**src/rtl/spi_fm_pkg.sv**
```systemverilog
package spi_fm_pkg;
  localparam int FM_DATA_W = 16;
  localparam int FM_DIV_W  = 8;

  typedef enum logic [1:0] {
    FM_IDLE = 2'd0,
    FM_RUN  = 2'd1,
    FM_GAP  = 2'd2
  } fm_state_e;
endpackage

```
**src/rtl/spi_fm_divider.sv**
```systemverilog
module spi_fm_divider #(
  parameter int DIV_W = 8
) (
  input  logic             clk,
  input  logic             rst_n,
  input  logic             run,
  input  logic [DIV_W-1:0] pre_q,
  input  logic [DIV_W-1:0] rate_q,
  output logic             tick
);
  logic [DIV_W-1:0] half;
  logic [DIV_W-1:0] half_eff;
  logic [DIV_W-1:0] pc_last;
  logic [DIV_W-1:0] pc_q;
  logic [DIV_W-1:0] rc_q;
  logic             pre_pulse;

  assign half      = pre_q >> 1;
  assign half_eff  = (half == '0) ? DIV_W'(1) : half;
  assign pc_last   = half_eff - DIV_W'(1);
  assign pre_pulse = run && (pc_q == pc_last);
  assign tick      = pre_pulse && (rc_q == rate_q);

  always_ff @(posedge clk or negedge rst_n) begin
    if (!rst_n) begin
      pc_q <= '0;
      rc_q <= '0;
    end else if (!run) begin
      pc_q <= '0;
      rc_q <= '0;
    end else if (pre_pulse) begin
      pc_q <= '0;
      rc_q <= (rc_q == rate_q) ? '0 : rc_q + DIV_W'(1);
    end else begin
      pc_q <= pc_q + DIV_W'(1);
    end
  end

  // cycle counter kept only to check the half-bit spacing
  logic [31:0] gap_cyc;
  logic [31:0] gap_exp;
  assign gap_exp = 32'(half_eff) * (32'(rate_q) + 32'd1);

  always_ff @(posedge clk or negedge rst_n) begin
    if (!rst_n)          gap_cyc <= 32'd1;
    else if (!run || tick) gap_cyc <= 32'd1;
    else                 gap_cyc <= gap_cyc + 32'd1;
  end

  AST_HALF_BIT_SPACING: assert property (@(posedge clk) disable iff (!rst_n)
    tick |-> (gap_cyc == gap_exp));
endmodule

```
**src/rtl/spi_fm_sequencer.sv**
```systemverilog
module spi_fm_sequencer import spi_fm_pkg::*; #(
  parameter int DIV_W  = 8,
  parameter int SIZE_W = 4,
  parameter int KW     = 6
) (
  input  logic              clk,
  input  logic              rst_n,
  input  logic              en,
  input  logic              tx_valid,
  output logic              tx_ready,
  input  logic [SIZE_W-1:0] size_m1,
  input  logic              cpol,
  input  logic              cpha,
  input  logic              loop_en,
  input  logic [DIV_W-1:0]  presc,
  input  logic [DIV_W-1:0]  rate,
  input  logic              tick,
  output logic              run,
  output logic [DIV_W-1:0]  pre_q,
  output logic [DIV_W-1:0]  rate_q,
  output logic              load,
  output logic              samp,
  output logic              shift,
  output logic              finish,
  output logic              active,
  output logic              loop_q,
  output logic              sclk,
  output logic              cs_n,
  output logic              busy
);
  fm_state_e         state_q;
  logic [KW-1:0]     k_q;
  logic [KW-1:0]     last_edge;
  logic [SIZE_W-1:0] size_q;
  logic              cpha_q;
  logic              cpol_q;
  logic              sclk_q;
  logic              cs_n_q;
  logic              frame_tick;
  logic              edge_ev;

  assign tx_ready   = (state_q == FM_IDLE) && en;
  assign load       = tx_ready && tx_valid;
  assign run        = (state_q != FM_IDLE);
  assign last_edge  = (KW'(size_q) + KW'(1)) << 1;
  assign frame_tick = (state_q == FM_RUN) && tick;
  assign edge_ev    = frame_tick && (k_q != last_edge);
  assign finish     = frame_tick && (k_q == last_edge);
  assign samp       = edge_ev && (k_q[0] == cpha_q);
  assign shift      = edge_ev && (k_q[0] != cpha_q) && (k_q != '0);
  assign active     = !cs_n_q;
  assign sclk       = sclk_q;
  assign cs_n       = cs_n_q;
  assign busy       = run || tx_valid;

  always_ff @(posedge clk or negedge rst_n) begin
    if (!rst_n) begin
      state_q <= FM_IDLE;
      k_q     <= '0;
      size_q  <= '0;
      cpha_q  <= 1'b0;
      cpol_q  <= 1'b0;
      loop_q  <= 1'b0;
      pre_q   <= '0;
      rate_q  <= '0;
      sclk_q  <= 1'b0;
      cs_n_q  <= 1'b1;
    end else begin
      unique case (state_q)
        FM_IDLE: begin
          sclk_q <= cpol;
          if (load) begin
            state_q <= FM_RUN;
            k_q     <= '0;
            cs_n_q  <= 1'b0;
            size_q  <= size_m1;
            cpha_q  <= cpha;
            cpol_q  <= cpol;
            loop_q  <= loop_en;
            pre_q   <= presc & ~DIV_W'(1);
            rate_q  <= rate;
          end
        end
        FM_RUN: begin
          if (tick) k_q <= k_q + KW'(1);
          if (edge_ev) sclk_q <= ~sclk_q;
          if (finish) begin
            cs_n_q  <= 1'b1;
            state_q <= FM_GAP;
          end
        end
        FM_GAP: begin
          if (tick) state_q <= FM_IDLE;
        end
        default: state_q <= FM_IDLE;
      endcase
    end
  end

  AST_READY_NEEDS_ENABLE: assert property (@(posedge clk) disable iff (!rst_n)
    tx_ready |-> (en && cs_n_q));
  AST_GAP_CLOCK_AT_REST: assert property (@(posedge clk) disable iff (!rst_n)
    (state_q == FM_GAP) |-> (sclk_q == cpol_q));
  AST_GAP_CLOCK_STILL: assert property (@(posedge clk) disable iff (!rst_n)
    (state_q == FM_GAP) |-> $stable(sclk_q));
  AST_SELECT_MEANS_BUSY: assert property (@(posedge clk) disable iff (!rst_n)
    !cs_n_q |-> busy);
endmodule

```
**src/rtl/spi_fm_datapath.sv**
```systemverilog
module spi_fm_datapath #(
  parameter int DATA_W = 16,
  parameter int SIZE_W = 4
) (
  input  logic              clk,
  input  logic              rst_n,
  input  logic              load,
  input  logic              shift,
  input  logic              samp,
  input  logic              finish,
  input  logic              active,
  input  logic              loop_q,
  input  logic [SIZE_W-1:0] size_m1,
  input  logic [DATA_W-1:0] tx_data,
  input  logic              miso,
  output logic              mosi,
  output logic              rx_valid,
  output logic [DATA_W-1:0] rx_data
);
  localparam int MSB = DATA_W - 1;

  logic [DATA_W-1:0] tx_sh;
  logic [DATA_W-1:0] rx_sh;
  logic [DATA_W-1:0] rx_q;
  logic              rx_valid_q;
  logic [SIZE_W-1:0] nb_q;
  logic [SIZE_W-1:0] lsh;
  logic              din;

  assign lsh      = SIZE_W'(MSB) - size_m1;
  assign mosi     = active && tx_sh[MSB];
  assign din      = loop_q ? tx_sh[MSB] : miso;
  assign rx_valid = rx_valid_q;
  assign rx_data  = rx_q;

  always_ff @(posedge clk or negedge rst_n) begin
    if (!rst_n) begin
      tx_sh      <= '0;
      rx_sh      <= '0;
      rx_q       <= '0;
      rx_valid_q <= 1'b0;
      nb_q       <= '0;
    end else begin
      rx_valid_q <= finish;
      if (load) begin
        tx_sh <= tx_data << lsh;
        rx_sh <= '0;
        nb_q  <= size_m1;
      end else begin
        if (shift) tx_sh <= tx_sh << 1;
        if (samp)  rx_sh <= {rx_sh[MSB-1:0], din};
      end
      if (finish) rx_q <= rx_sh;
    end
  end

  AST_RX_STROBE_SINGLE: assert property (@(posedge clk) disable iff (!rst_n)
    rx_valid_q |=> !rx_valid_q);
  AST_RX_ZERO_ABOVE: assert property (@(posedge clk) disable iff (!rst_n)
    rx_valid_q |-> ((rx_q >> ({1'b0, nb_q} + (SIZE_W+1)'(1))) == '0));
endmodule

```
**src/rtl/spi_frame_master.sv**
```systemverilog
module spi_frame_master import spi_fm_pkg::*; #(
  parameter int DATA_W = FM_DATA_W,
  parameter int DIV_W  = FM_DIV_W,
  localparam int SIZE_W = $clog2(DATA_W),
  localparam int KW     = $clog2(2 * DATA_W + 3)
) (
  input  logic              clk,
  input  logic              rst_n,
  input  logic              en,
  input  logic [SIZE_W-1:0] size_m1,
  input  logic              cpol,
  input  logic              cpha,
  input  logic              loop_en,
  input  logic [DIV_W-1:0]  presc,
  input  logic [DIV_W-1:0]  rate,
  input  logic              tx_valid,
  output logic              tx_ready,
  input  logic [DATA_W-1:0] tx_data,
  output logic              rx_valid,
  output logic [DATA_W-1:0] rx_data,
  output logic              busy,
  output logic              sclk,
  output logic              mosi,
  output logic              cs_n,
  input  logic              miso
);
  logic             run;
  logic             tick;
  logic [DIV_W-1:0] pre_q;
  logic [DIV_W-1:0] rate_q;
  logic             load;
  logic             samp;
  logic             shift;
  logic             finish;
  logic             active;
  logic             loop_q;

  spi_fm_divider #(.DIV_W(DIV_W)) u_div (
    .clk    (clk),
    .rst_n  (rst_n),
    .run    (run),
    .pre_q  (pre_q),
    .rate_q (rate_q),
    .tick   (tick)
  );

  spi_fm_sequencer #(.DIV_W(DIV_W), .SIZE_W(SIZE_W), .KW(KW)) u_seq (
    .clk      (clk),
    .rst_n    (rst_n),
    .en       (en),
    .tx_valid (tx_valid),
    .tx_ready (tx_ready),
    .size_m1  (size_m1),
    .cpol     (cpol),
    .cpha     (cpha),
    .loop_en  (loop_en),
    .presc    (presc),
    .rate     (rate),
    .tick     (tick),
    .run      (run),
    .pre_q    (pre_q),
    .rate_q   (rate_q),
    .load     (load),
    .samp     (samp),
    .shift    (shift),
    .finish   (finish),
    .active   (active),
    .loop_q   (loop_q),
    .sclk     (sclk),
    .cs_n     (cs_n),
    .busy     (busy)
  );

  spi_fm_datapath #(.DATA_W(DATA_W), .SIZE_W(SIZE_W)) u_dp (
    .clk      (clk),
    .rst_n    (rst_n),
    .load     (load),
    .shift    (shift),
    .samp     (samp),
    .finish   (finish),
    .active   (active),
    .loop_q   (loop_q),
    .size_m1  (size_m1),
    .tx_data  (tx_data),
    .miso     (miso),
    .mosi     (mosi),
    .rx_valid (rx_valid),
    .rx_data  (rx_data)
  );

  AST_NO_START_WHEN_OFF: assert property (@(posedge clk) disable iff (!rst_n)
    (!en && cs_n) |=> cs_n);
endmodule

```
**config.mk**
```make
export PLATFORM = sky130hd
export DESIGN_NAME = spi_frame_master
export DESIGN_NICKNAME = d
export VERILOG_FILES = /design/src/rtl/spi_fm_pkg.sv /design/src/rtl/spi_fm_divider.sv /design/src/rtl/spi_fm_sequencer.sv /design/src/rtl/spi_fm_datapath.sv /design/src/rtl/spi_frame_master.sv
export SDC_FILE = /design/constraint.sdc
export NUM_CORES = 1
export LEC_CHECK = 0
export ABC_AREA = 1
export BUFFER_PORTS_ARGS = -buffer_cell sky130_fd_sc_hd__buf_2
export CAP_MARGIN = 0
export CORE_MARGIN = 2
export CORE_UTILIZATION = 40
export DETAILED_ROUTE_END_ITERATION = 10
export PLACE_DENSITY_LB_ADDON = 0.05
export SLEW_MARGIN = 20
export SYNTH_ARGS = -nofsm -noshare
export SYNTH_HDL_FRONTEND = slang
export SYNTH_SLANG_ARGS = --single-unit
export TNS_END_PERCENT = 20
```
**constraint.sdc**
```tcl
create_clock -name clk -period 2.7 [get_ports clk]
set_input_delay 0.54 -clock clk [delete_from_list [all_inputs] [get_ports clk]]
set_output_delay 0.54 -clock clk [all_outputs]
set_load 0.01 [all_outputs]
```
# Word-level counts from Yosys, hierarchy flattened
# Cells that the tools add are included.
[totals]
inputBits = 44
out_inout_bits = 22
regBits = 96
[op_classes]
n_mux = 23
addsub = 6
bitwise = 1
shift = 1
eq_ne = 14
reduce_logical = 25
[op_table]
columns = ["operator", "n"]
rows = [
  ["2-to-1 mux 16 bit", 4],
  ["2-to-1 mux 8 bit", 5],
  ["adder 8 x 1 -> 8 bit (second input constant)", 2],
  ["equality test 8 bit", 2],
  ["<< shifter 16 x 4 -> 16 bit", 1],
  ["2-to-1 mux 6 bit", 2],
  ["one-hot mux 6 bit (2 select lines)", 1],
  ["logical AND 1 bit", 11],
  ["AND reduction 3 bit", 3],
  ["logical NOT 8 bit", 1],
  ["!= test 2 x 1 -> 1 bit (second input constant)", 4],
  ["nonzero test 2 bit", 4],
  ["subtractor 8 x 1 -> 8 bit (second input constant)", 1],
  ["2-to-1 mux 7 bit", 1],
  ["adder 6 x 1 -> 6 bit (second input constant)", 1],
  ["equality test 6 bit", 1],
  ["2-to-1 mux 2 bit", 3],
  ["!= test 6 bit", 1],
  ["one-hot mux 2 bit (3 select lines)", 1],
  ["nonzero test 6 bit", 1],
  ["adder 4 x 1 -> 5 bit (second input constant)", 1],
  ["2-to-1 mux 1 bit", 4],
  ["!= test 2 bit (second input constant)", 2],
  ["one-hot mux 1 bit (2 select lines)", 2],
  ["10 further kinds", 11],
]

# Logic depth before layout (Yosys ltp)
# Gate-level depths: netlist (run 1).
[logic_depth]
depth_word = 12
mapped_depth = 23
mapped_depth_nobuf = 22

# Modules after synthesis
# From an unflattened synthesis (run 1), not the netlist that was laid out.
[hier_totals]
hier_cells = 698
area_unflattened_um2 = 5554.1
[by_module_without_submodules]
columns = ["module", "cells_each", "n_inst", "area_per_inst_um2"]
rows = [
  ["spi_fm_datapath", 331, 1, 2626.3],
  ["spi_fm_sequencer", 195, 1, 1540.2],
  ["spi_fm_divider", 172, 1, 1387.6],
]

# Worst setup path before layout (run 1)
# OpenSTA, ideal clock, no wires.
[synth_timing]
path_kind = "register -> register"
from = "register u_seq.pre_q[6]"
to = "register u_seq.state_q[0]"
t_arrival_ps = 2489
period_less_slack_ps = 2619
setup_slack_ps = 81
stages_incl_launch_ff = 23
path_buffers = 1
path_cell_list = "dfrtp_1 nor2_2 nand2_1 inv_1 nand2_2 nand2_2 inv_1 ha_1 nand2_1 nand2_1 nor2_1 nand2_1 nor2_1 nand3_2 nor2_4 nand4_4 nor2_8 nand2_4 inv_2 nand2_4 buf_2 nand2_1 nand2_1"
[synth_between]
elab_chain_cells = 10
elab_cells_between_ends = 11
cone_classes = "1 x add/sub; 3 x eq/ne; 1 x mux; 6 x reduce/logical"
[synth_lines]
columns = ["element", "line", "text"]
rows = [
  ["start, declared", "spi_fm_sequencer.sv:19", "output logic [DIV_W-1:0] pre_q,"],
  ["start signal, assigned", "spi_fm_sequencer.sv:80", "pre_q <= presc & ~DIV_W'(1);"],
  ["logical NOT 8 bit", "spi_fm_divider.sv:19", "assign half_eff = (half == '0) ? DIV_W'(1) : half;"],
  ["2-to-1 mux 7 bit (*)", "spi_fm_divider.sv:19", ""],
  ["subtractor 8 x 1 -> 8 bit (*)", "spi_fm_divider.sv:20", "assign pc_last = half_eff - DIV_W'(1);"],
  ["equality test 8 bit (*)", "spi_fm_divider.sv:21", "assign pre_pulse = run && (pc_q == pc_last);"],
  ["logical AND 1 bit (*)", "spi_fm_divider.sv:21", ""],
  ["logical AND 1 bit (*)", "spi_fm_divider.sv:22", "assign tick = pre_pulse && (rc_q == rate_q);"],
  ["logical AND 1 bit", "spi_fm_sequencer.sv:46", "assign frame_tick = (state_q == FM_RUN) && tick;"],
  ["logical AND 1 bit", "spi_fm_sequencer.sv:48", "assign finish = frame_tick && (k_q == last_edge);"],
  ["!= test 2 x 1 -> 1 bit (no source line)", "n/a", ""],
  ["AND reduction 3 bit (no source line) (*)", "n/a", ""],
  ["end signal, assigned", "spi_fm_sequencer.sv:58", "state_q <= FM_IDLE;"],
  ["end signal, assigned", "spi_fm_sequencer.sv:73", "state_q <= FM_RUN;"],
  ["end signal, assigned", "spi_fm_sequencer.sv:89", "state_q <= FM_GAP;"],
  ["end, declared", "spi_fm_sequencer.sv:31", "fm_state_e state_q;"],
]
# Every way passes the cells marked *; elsewhere a longest branch is shown, timed or not.
# A chain may end at the register's enable or synchronous reset.

# Final worst setup path (run 1)
[layout_timing]
from = "register u_seq.pre_q[6]"
to = "register u_seq.state_q[1]"
# Same word-level chain as after synthesis.

==> metrics.txt, run 1 <==
number of cells produced by synthesis=714; largest net degree at the start of global routing=70; Cell Rows=42; Storage cell area=2404 um^2; number of synthesized flops with an enable pin=0; initial antenna violation count=0; Psw=0.001137 W; Setup crit end kind=register; commonest non-fill, non-tap cell in the layout=nand2_1; Pint=0.002503 W; Cell variety after synth=41; Cell Area, Synth=5383 um^2; Design Area, Final=6628 um^2; Initial DRC Count=330; clock latency at the later pin of the worst-skew pair=0.35 ns; status=finished with violations; Clock Pin Slew Worst Setup and Hold Paths=0.07 ns; # IOs=66; commonest cells after routing, fill and taps aside=nand2_1 (270), dfrtp_1 (95), nand3_1 (63), buf_2 (63), o21ai_0 (47); Worst R2R End=u_seq.state_q[1]; Comb pwr share=0.203; Mapped Avg Cell Area=7.539 um^2; P_leak=3.497 nW; failing checks=negative setup slack; number of antenna diodes=0; Routed Wire Length=12720 um; Fill cells=1341; CTS tree=built; via/cell ratio=4.869; Max IR drop VDD=0.0003612 V; total gr overflow=0; worst hold-check path type=in2async; # clock sinks=96; Worst R2R Start=u_seq.pre_q[6]; Least-Margin Pin Slew=0.4028 ns; Placer Congestion=0.8214; Period minus WS final=2.732 ns; max-capacitance violation count=0; # placed instances=956; Final period util=1.012; maximum clock rate=0.3660 GHz; final-report hold violation count=0; sequential share of power=0.466; CP required=2.94 ns; critical path class=reg2reg; synth warn=0; Hold Buf Count CTS=0; Final HPWL DP=8739 um; # setup viols final=11; starting density of the core=0.4081; TritonCTS Buffers=9; area occupied by multi-input gates=2738 um^2; worst endpoint data arrival time=2.97 ns; Sw Ratio=0.3123; H-tree depth=3; Hold WS=0.08718 ns; setup ws final=-0.03192 ns; total track usage=0.1895; first-pass GRT wire length=22140 um; routed vias=4830; Detail Route Antenna Nets=0; max_slew headroom=0.7286; Worst R2R Setup Slack=-0.03 ns; Post-synth ARST share=1.000; element type at the critical path start=register; sequential-to-total area share from yosys stat=0.4465; I/O Buffers=64; Pre-antenna DRT Iters=4; post-synthesis register bit count=96; CTS root buf=clkbuf_16; vias in the first global route=4824; ys flop type=dfrtp_1; die area=14400 um^2; Mapped Nets=764; Layout Cells excl Fill=992; Die Wd=120 um; CP startpoint=u_seq.pre_q[6]; Placed Area=6027 um^2; Worst Path Max Fanout=3; RSZ-0062 raised after global routing=yes; Final Slew Violations=0; layout net count=861; worst reg-to-reg path cell count=24; die height=120 um; Layout area overhead=23.13%; DR DRC count=0; pre-CTS WS=-0.09723 ns; wire length per cell=12.83 um; clock network fraction of total power=0.331; Max Root-Sink Buffers=2; Core Util, Final=0.5025; CP Capture Point=u_seq.state_q[1]; Core Box Area=13190 um^2; Layout Skew=0.007270 ns; layout cells sized above 1=0.2353; Pwr Density=549.3 nW/um^2
## logic make-up after synthesis
logic type,after synthesis,synth area share
buf+inv,82,0.06485
simple gates,429,0.3543
compound gates,75,0.07764
xor+xnor,24,0.03905
fa+ha+maj,6,0.01395
flops,96,0.4465
mux,2,0.003719
## metrics by stage
| step | total power [W] | TNS, ns |
|---|---|---|
| 6_report | 0.003640 | -0.07078 |
| 5_1_grt | 0.003867 | -7.265 |
| 4_1_cts | 0.003651 | -0.02651 |
| 3_5_place_dp | 0.002369 | -2.454 |
| 3_3_place_gp | 0.002353 | -1.654 |
| 2_1_floorplan | 0.002158 | 0 |
## worst max-delay path: stages (launching register included)
cell	delay (ns)
dfrtp_1	0.40
nor2_2	0.17
nand2_2	0.07
inv_2	0.06
nand2_2	0.05
nand2_2	0.08
inv_2	0.05
ha_4	0.29
nand2_4	0.05
buf_4	0.13
buf_4	0.12
buf_4	0.12
buf_4	0.12
buf_4	0.12
buf_4	0.12
buf_4	0.12
buf_4	0.12
inv_1	0.04
nor2_1	0.03
nand3_1	0.08
nor2_2	0.05
nand3_2	0.06
nor2_1	0.05
nand3_1	0.07
nand2_1	0.05
## synth_stat cells, types with 2 or more instances
cell | count | area (um^2)
nand2_1 | 279 | 1047
dfrtp_1 | 95 | 2377
nand3_1 | 70 | 350.3
o21ai_0 | 51 | 255.2
inv_1 | 49 | 183.9
nor2_1 | 33 | 123.9
clkbuf_1 | 18 | 67.56
xor2_1 | 16 | 140.1
nand2_2 | 15 | 93.84
a21oi_1 | 8 | 40.04
xnor2_1 | 8 | 70.07
o211ai_1 | 7 | 52.55
ha_1 | 6 | 75.07
inv_2 | 6 | 22.52
nor3_1 | 6 | 30.03
nand3b_1 | 5 | 37.54
nor2_2 | 4 | 25.02
buf_2 | 3 | 15.01
nand2_4 | 3 | 33.78
nand4_4 | 3 | 63.81
o22ai_1 | 3 | 18.77
or2_2 | 3 | 18.77
buf_6 | 2 | 22.52
mux2i_1 | 2 | 20.02
nand3_2 | 2 | 20.02
nand4_1 | 2 | 12.51
## worst min-delay path by stage
stage	from	end	slack, ns	cells past startpoint
floorplan	rst_n	u_div.pc_q[0]	0.24	0
global placement	rst_n	u_seq.pre_q[5]	0.46	1
detailed placement	rst_n	u_seq.pre_q[5]	0.46	1
CTS	rst_n	u_seq.pre_q[5]	0.08	1
global route	rst_n	u_seq.pre_q[2]	0.09	1
finish	rst_n	u_seq.pre_q[5]	0.09	1
## power by group through the flow
stage          combinational, W  clock (W)  sequential (W)
6_report               0.000740    0.00120         0.00170
3_5_place_dp           0.000657          0         0.00171
5_1_grt                0.000853    0.00130         0.00171
4_1_cts                0.000716    0.00125         0.00169
2_1_floorplan          0.000477          0         0.00168
3_3_place_gp           0.000644          0         0.00171
## cell type report
cell class / instances / share of cell area
clock buffer: 10 / 0.03455
clock inverter: 6 / 0.006608
inverter: 57 / 0.03493
multi-input combinational: 536 / 0.4131
sequential: 96 / 0.3627
tap: 176 / 0.03323
timing repair buffer: 110 / 0.1125
timing repair inverter: 1 / 0.002454
## metal layers
layer | routed length (um) | global-route usage
met1 | 5889 | 0.2394
met2 | 6291 | 0.3281
met3 | 375 | 0.04373
met4 | 166 | 0.04559
met5 | 0 | 0
## state kept, by name (all words and copies together), names as in the netlist, 2 cells and up
register / cells
u_dp.rx_sh: 16
u_div.pc_q: 8
u_seq.state_q: 2
u_div.rc_q: 8
u_seq.size_q: 4
u_seq.rate_q: 8
u_seq.pre_q: 7
u_dp.tx_sh: 16
u_seq.k_q: 6
u_dp.rx_data: 16
## timing repair
action | 4_1_cts | 5_1_grt
pin swaps | 13 | 18
endpoints found under the setup margin | 52 | 65
gates cloned | 2 | 0
buffers inserted | 16 | 2
resized for setup | 12 | 30
Power figures use the tool's default switching activity.
==> inputs of run 2 (changes only) <==
- TNS_END_PERCENT: 20 -> not set
==> metrics.txt, run 2 (synthesis results as in run 1) <==
status=finished with violations (unchanged); failing checks=negative setup slack (unchanged); maximum clock rate=0.3666 GHz (was 0.3660 GHz); Pint=0.002504 W (was 0.002503 W); CTS tree=built (unchanged); first-pass GRT wire length=22170 um (was 22140 um); vias in the first global route=4836 (was 4824); Layout Cells excl Fill=997 (was 992); Worst path top cell family by delay=buffers and inverters (unchanged); # IOs=66 (unchanged); Final period util=1.010 (was 1.012); starting density of the core=0.4081 (unchanged); worst path cell trace=nor2_2 > nand2_2 > inv_2 > nand2_2 > nand2_2 > inv_2 > ha_4 > nand2_4 > buf_4 > buf_4 > buf_4 > buf_4 > buf_4 > buf_4 > buf_4 > buf_4 > inv_1 > nor2_1 > nand3_1 > nor2_2 > nand3_2 > nor2_1 > nand3_1 > nand2_1 (unchanged); I/O Buffers=64 (unchanged); Clock Pin Slew Worst Setup and Hold Paths=0.07 ns (about the same); Initial DRC Count=278 (was 330); initial antenna violation count=0 (unchanged); layout cells sized above 1=0.2655 (was 0.2353); CP required=2.94 ns (about the same); commonest non-fill, non-tap cell in the layout=nand2_1 (unchanged); total track usage=0.1897 (was 0.1895); Sw Ratio=0.3158 (was 0.3123); total gr overflow=0 (unchanged); Period minus WS final=2.728 ns (was 2.732 ns); # clock sinks=96 (unchanged); worst endpoint data arrival time=2.97 ns (about the same); routed vias=4901 (was 4830); DR DRC count=0 (unchanged); CTS root buf=clkbuf_16 (unchanged); Core Util, Final=0.5147 (was 0.5025); Layout Skew=0.009657 ns (was 0.007270 ns); cell mode on critical path=buf_4 (unchanged); final-report hold violation count=0 (unchanged); max_slew headroom=0.7205 (was 0.7286); Layout area overhead=26.13% (was 23.13%); CP Buf/Inv Count=11 (unchanged); largest stage delay on the critical path=0.40 ns (about the same); clock network fraction of total power=0.332 (was 0.331); number of antenna diodes=0 (unchanged); Psw=0.001156 W (was 0.001137 W); largest net degree at the start of global routing=70 (unchanged); Least-Margin Pin Slew=0.4148 ns (was 0.4028 ns); Pre-antenna DRT Iters=5 (was 4); area occupied by multi-input gates=2843 um^2 (was 2738 um^2); max-capacitance violation count=0 (unchanged); Core Box Area=13190 um^2 (unchanged); clock latency at the later pin of the worst-skew pair=0.35 ns (about the same); P_leak=3.564 nW (was 3.497 nW); Pwr Density=539.1 nW/um^2 (was 549.3 nW/um^2); setup ws final=-0.02779 ns (was -0.03192 ns); Placer Congestion=0.8214 (unchanged); Final HPWL DP=8739 um (unchanged); sequential share of power=0.466 (about the same); Total Power=0.003660 W (was 0.003640 W); critical path class=reg2reg (unchanged); commonest cells after routing, fill and taps aside=nand2_1 (251), dfrtp_1 (95), buf_2 (63) (was nand2_1 (270), dfrtp_1 (95), nand3_1 (63), buf_2 (63), o21ai_0 (47)); Die Wd=120 um (unchanged); Worst Path Max Fanout=3 (unchanged); Detail Route Antenna Nets=0 (unchanged); H-tree depth=3 (unchanged); Max IR drop VDD=0.0003701 V (was 0.0003612 V); Fill cells=1338 (was 1341); Comb pwr share=0.203 (about the same); via/cell ratio=4.916 (was 4.869); layout net count=866 (was 861); element type at the critical path start=register (unchanged); Max Root-Sink Buffers=2 (unchanged); TNS Setup=-0.1614 ns (was -0.07078 ns); Cell Rows=42 (unchanged); Crit-path slowest cell=dfrtp_1 (unchanged); Routed Wire Length=13200 um (was 12720 um); # setup viols final=17 (was 11); die height=120 um (unchanged); RSZ-0062 raised after global routing=yes (unchanged); pre-CTS WS=-0.09723 ns (unchanged); TritonCTS Buffers=9 (unchanged); # placed instances=956 (unchanged); Setup crit end kind=register (unchanged); worst hold-check path type=in2async (unchanged); Final Slew Violations=0 (unchanged); wire length per cell=13.23 um (was 12.83 um); Storage cell area=2404 um^2 (unchanged); die area=14400 um^2 (unchanged)
[run 2: changes by cell type in the layout (fill, tap and decap cells not counted), moves of 2 or more]
cell / delta
buf_12: +2
buf_6: +2
inv_8: +2
nand2_1: -19
nand2_2: +14
nand2_4: +7
nand3_1: -2
nand3_2: +2
[run 2: power by group through the flow]
stage | logic [W] | clock network (W) | registers [W]
2_1_floorplan | 0.000477 | 0 | 0.00168
3_3_place_gp | 0.000644 | 0 | 0.00171
3_5_place_dp | 0.000657 | 0 | 0.00171
4_1_cts | 0.000716 | 0.00125 | 0.00169
5_1_grt | 0.000855 | 0.00130 | 0.00172
6_report | 0.000742 | 0.00121 | 0.00170
[run 2: area by class of cell]
class / instances / area share
flip-flops and latches: 96 / 0.3540
repair buffers: 112 / 0.1150
clock buffers: 10 / 0.03373
multi-input cells: 538 / 0.4187
inverters: 57 / 0.03557
well taps: 176 / 0.03244
repair inverters: 2 / 0.004055
clock inverters: 6 / 0.006450
[run 2: stage by stage]
stage / cell area, um^2 / hold slack [ns]
2_1_floorplan: 5383 / 0.2444
3_3_place_gp: 6027 / 0.4561
3_5_place_dp: 6027 / 0.4597
4_1_cts: 6534 / 0.08430
5_1_grt: 6789 / 0.09138
6_report: 6789 / 0.08761
[run 2: metal layers]
| layer | part of all wire | vias to the layer above | GRT usage |
|---|---|---|---|
| met1 | 0.47 | 2326 | 0.2397 |
| met5 | 0 | - | 0 |
| met4 | 0.0080 | 0 | 0.04559 |
| met3 | 0.031 | 10 | 0.04373 |
| li1 | - | 2492 | - |
| met2 | 0.49 | 73 | 0.3285 |
[run 2: what timing repair did]
action,in CTS,in global routing
gates cloned,2,3
pin swaps,13,27
setup buffers,16,4
endpoints found under the setup margin,52,65
gates resized for setup,14,63
hold buffers,0,0
[run 2: worst paths after layout]
check,from,end,slack (ns),cells after the start
min in group clk,rate[4],u_seq.rate_q[4],0.38,3
max,u_seq.pre_q[6],u_seq.state_q[1],-0.03,24
min reg2reg,u_dp.rx_data[5],u_dp.rx_data[5],0.47,2
min,rst_n,u_seq.pre_q[5],0.09,1
max in group asynchronous,rst_n,u_seq.cs_n,1.98,2
max reg2reg,u_seq.pre_q[6],u_seq.state_q[1],-0.03,24
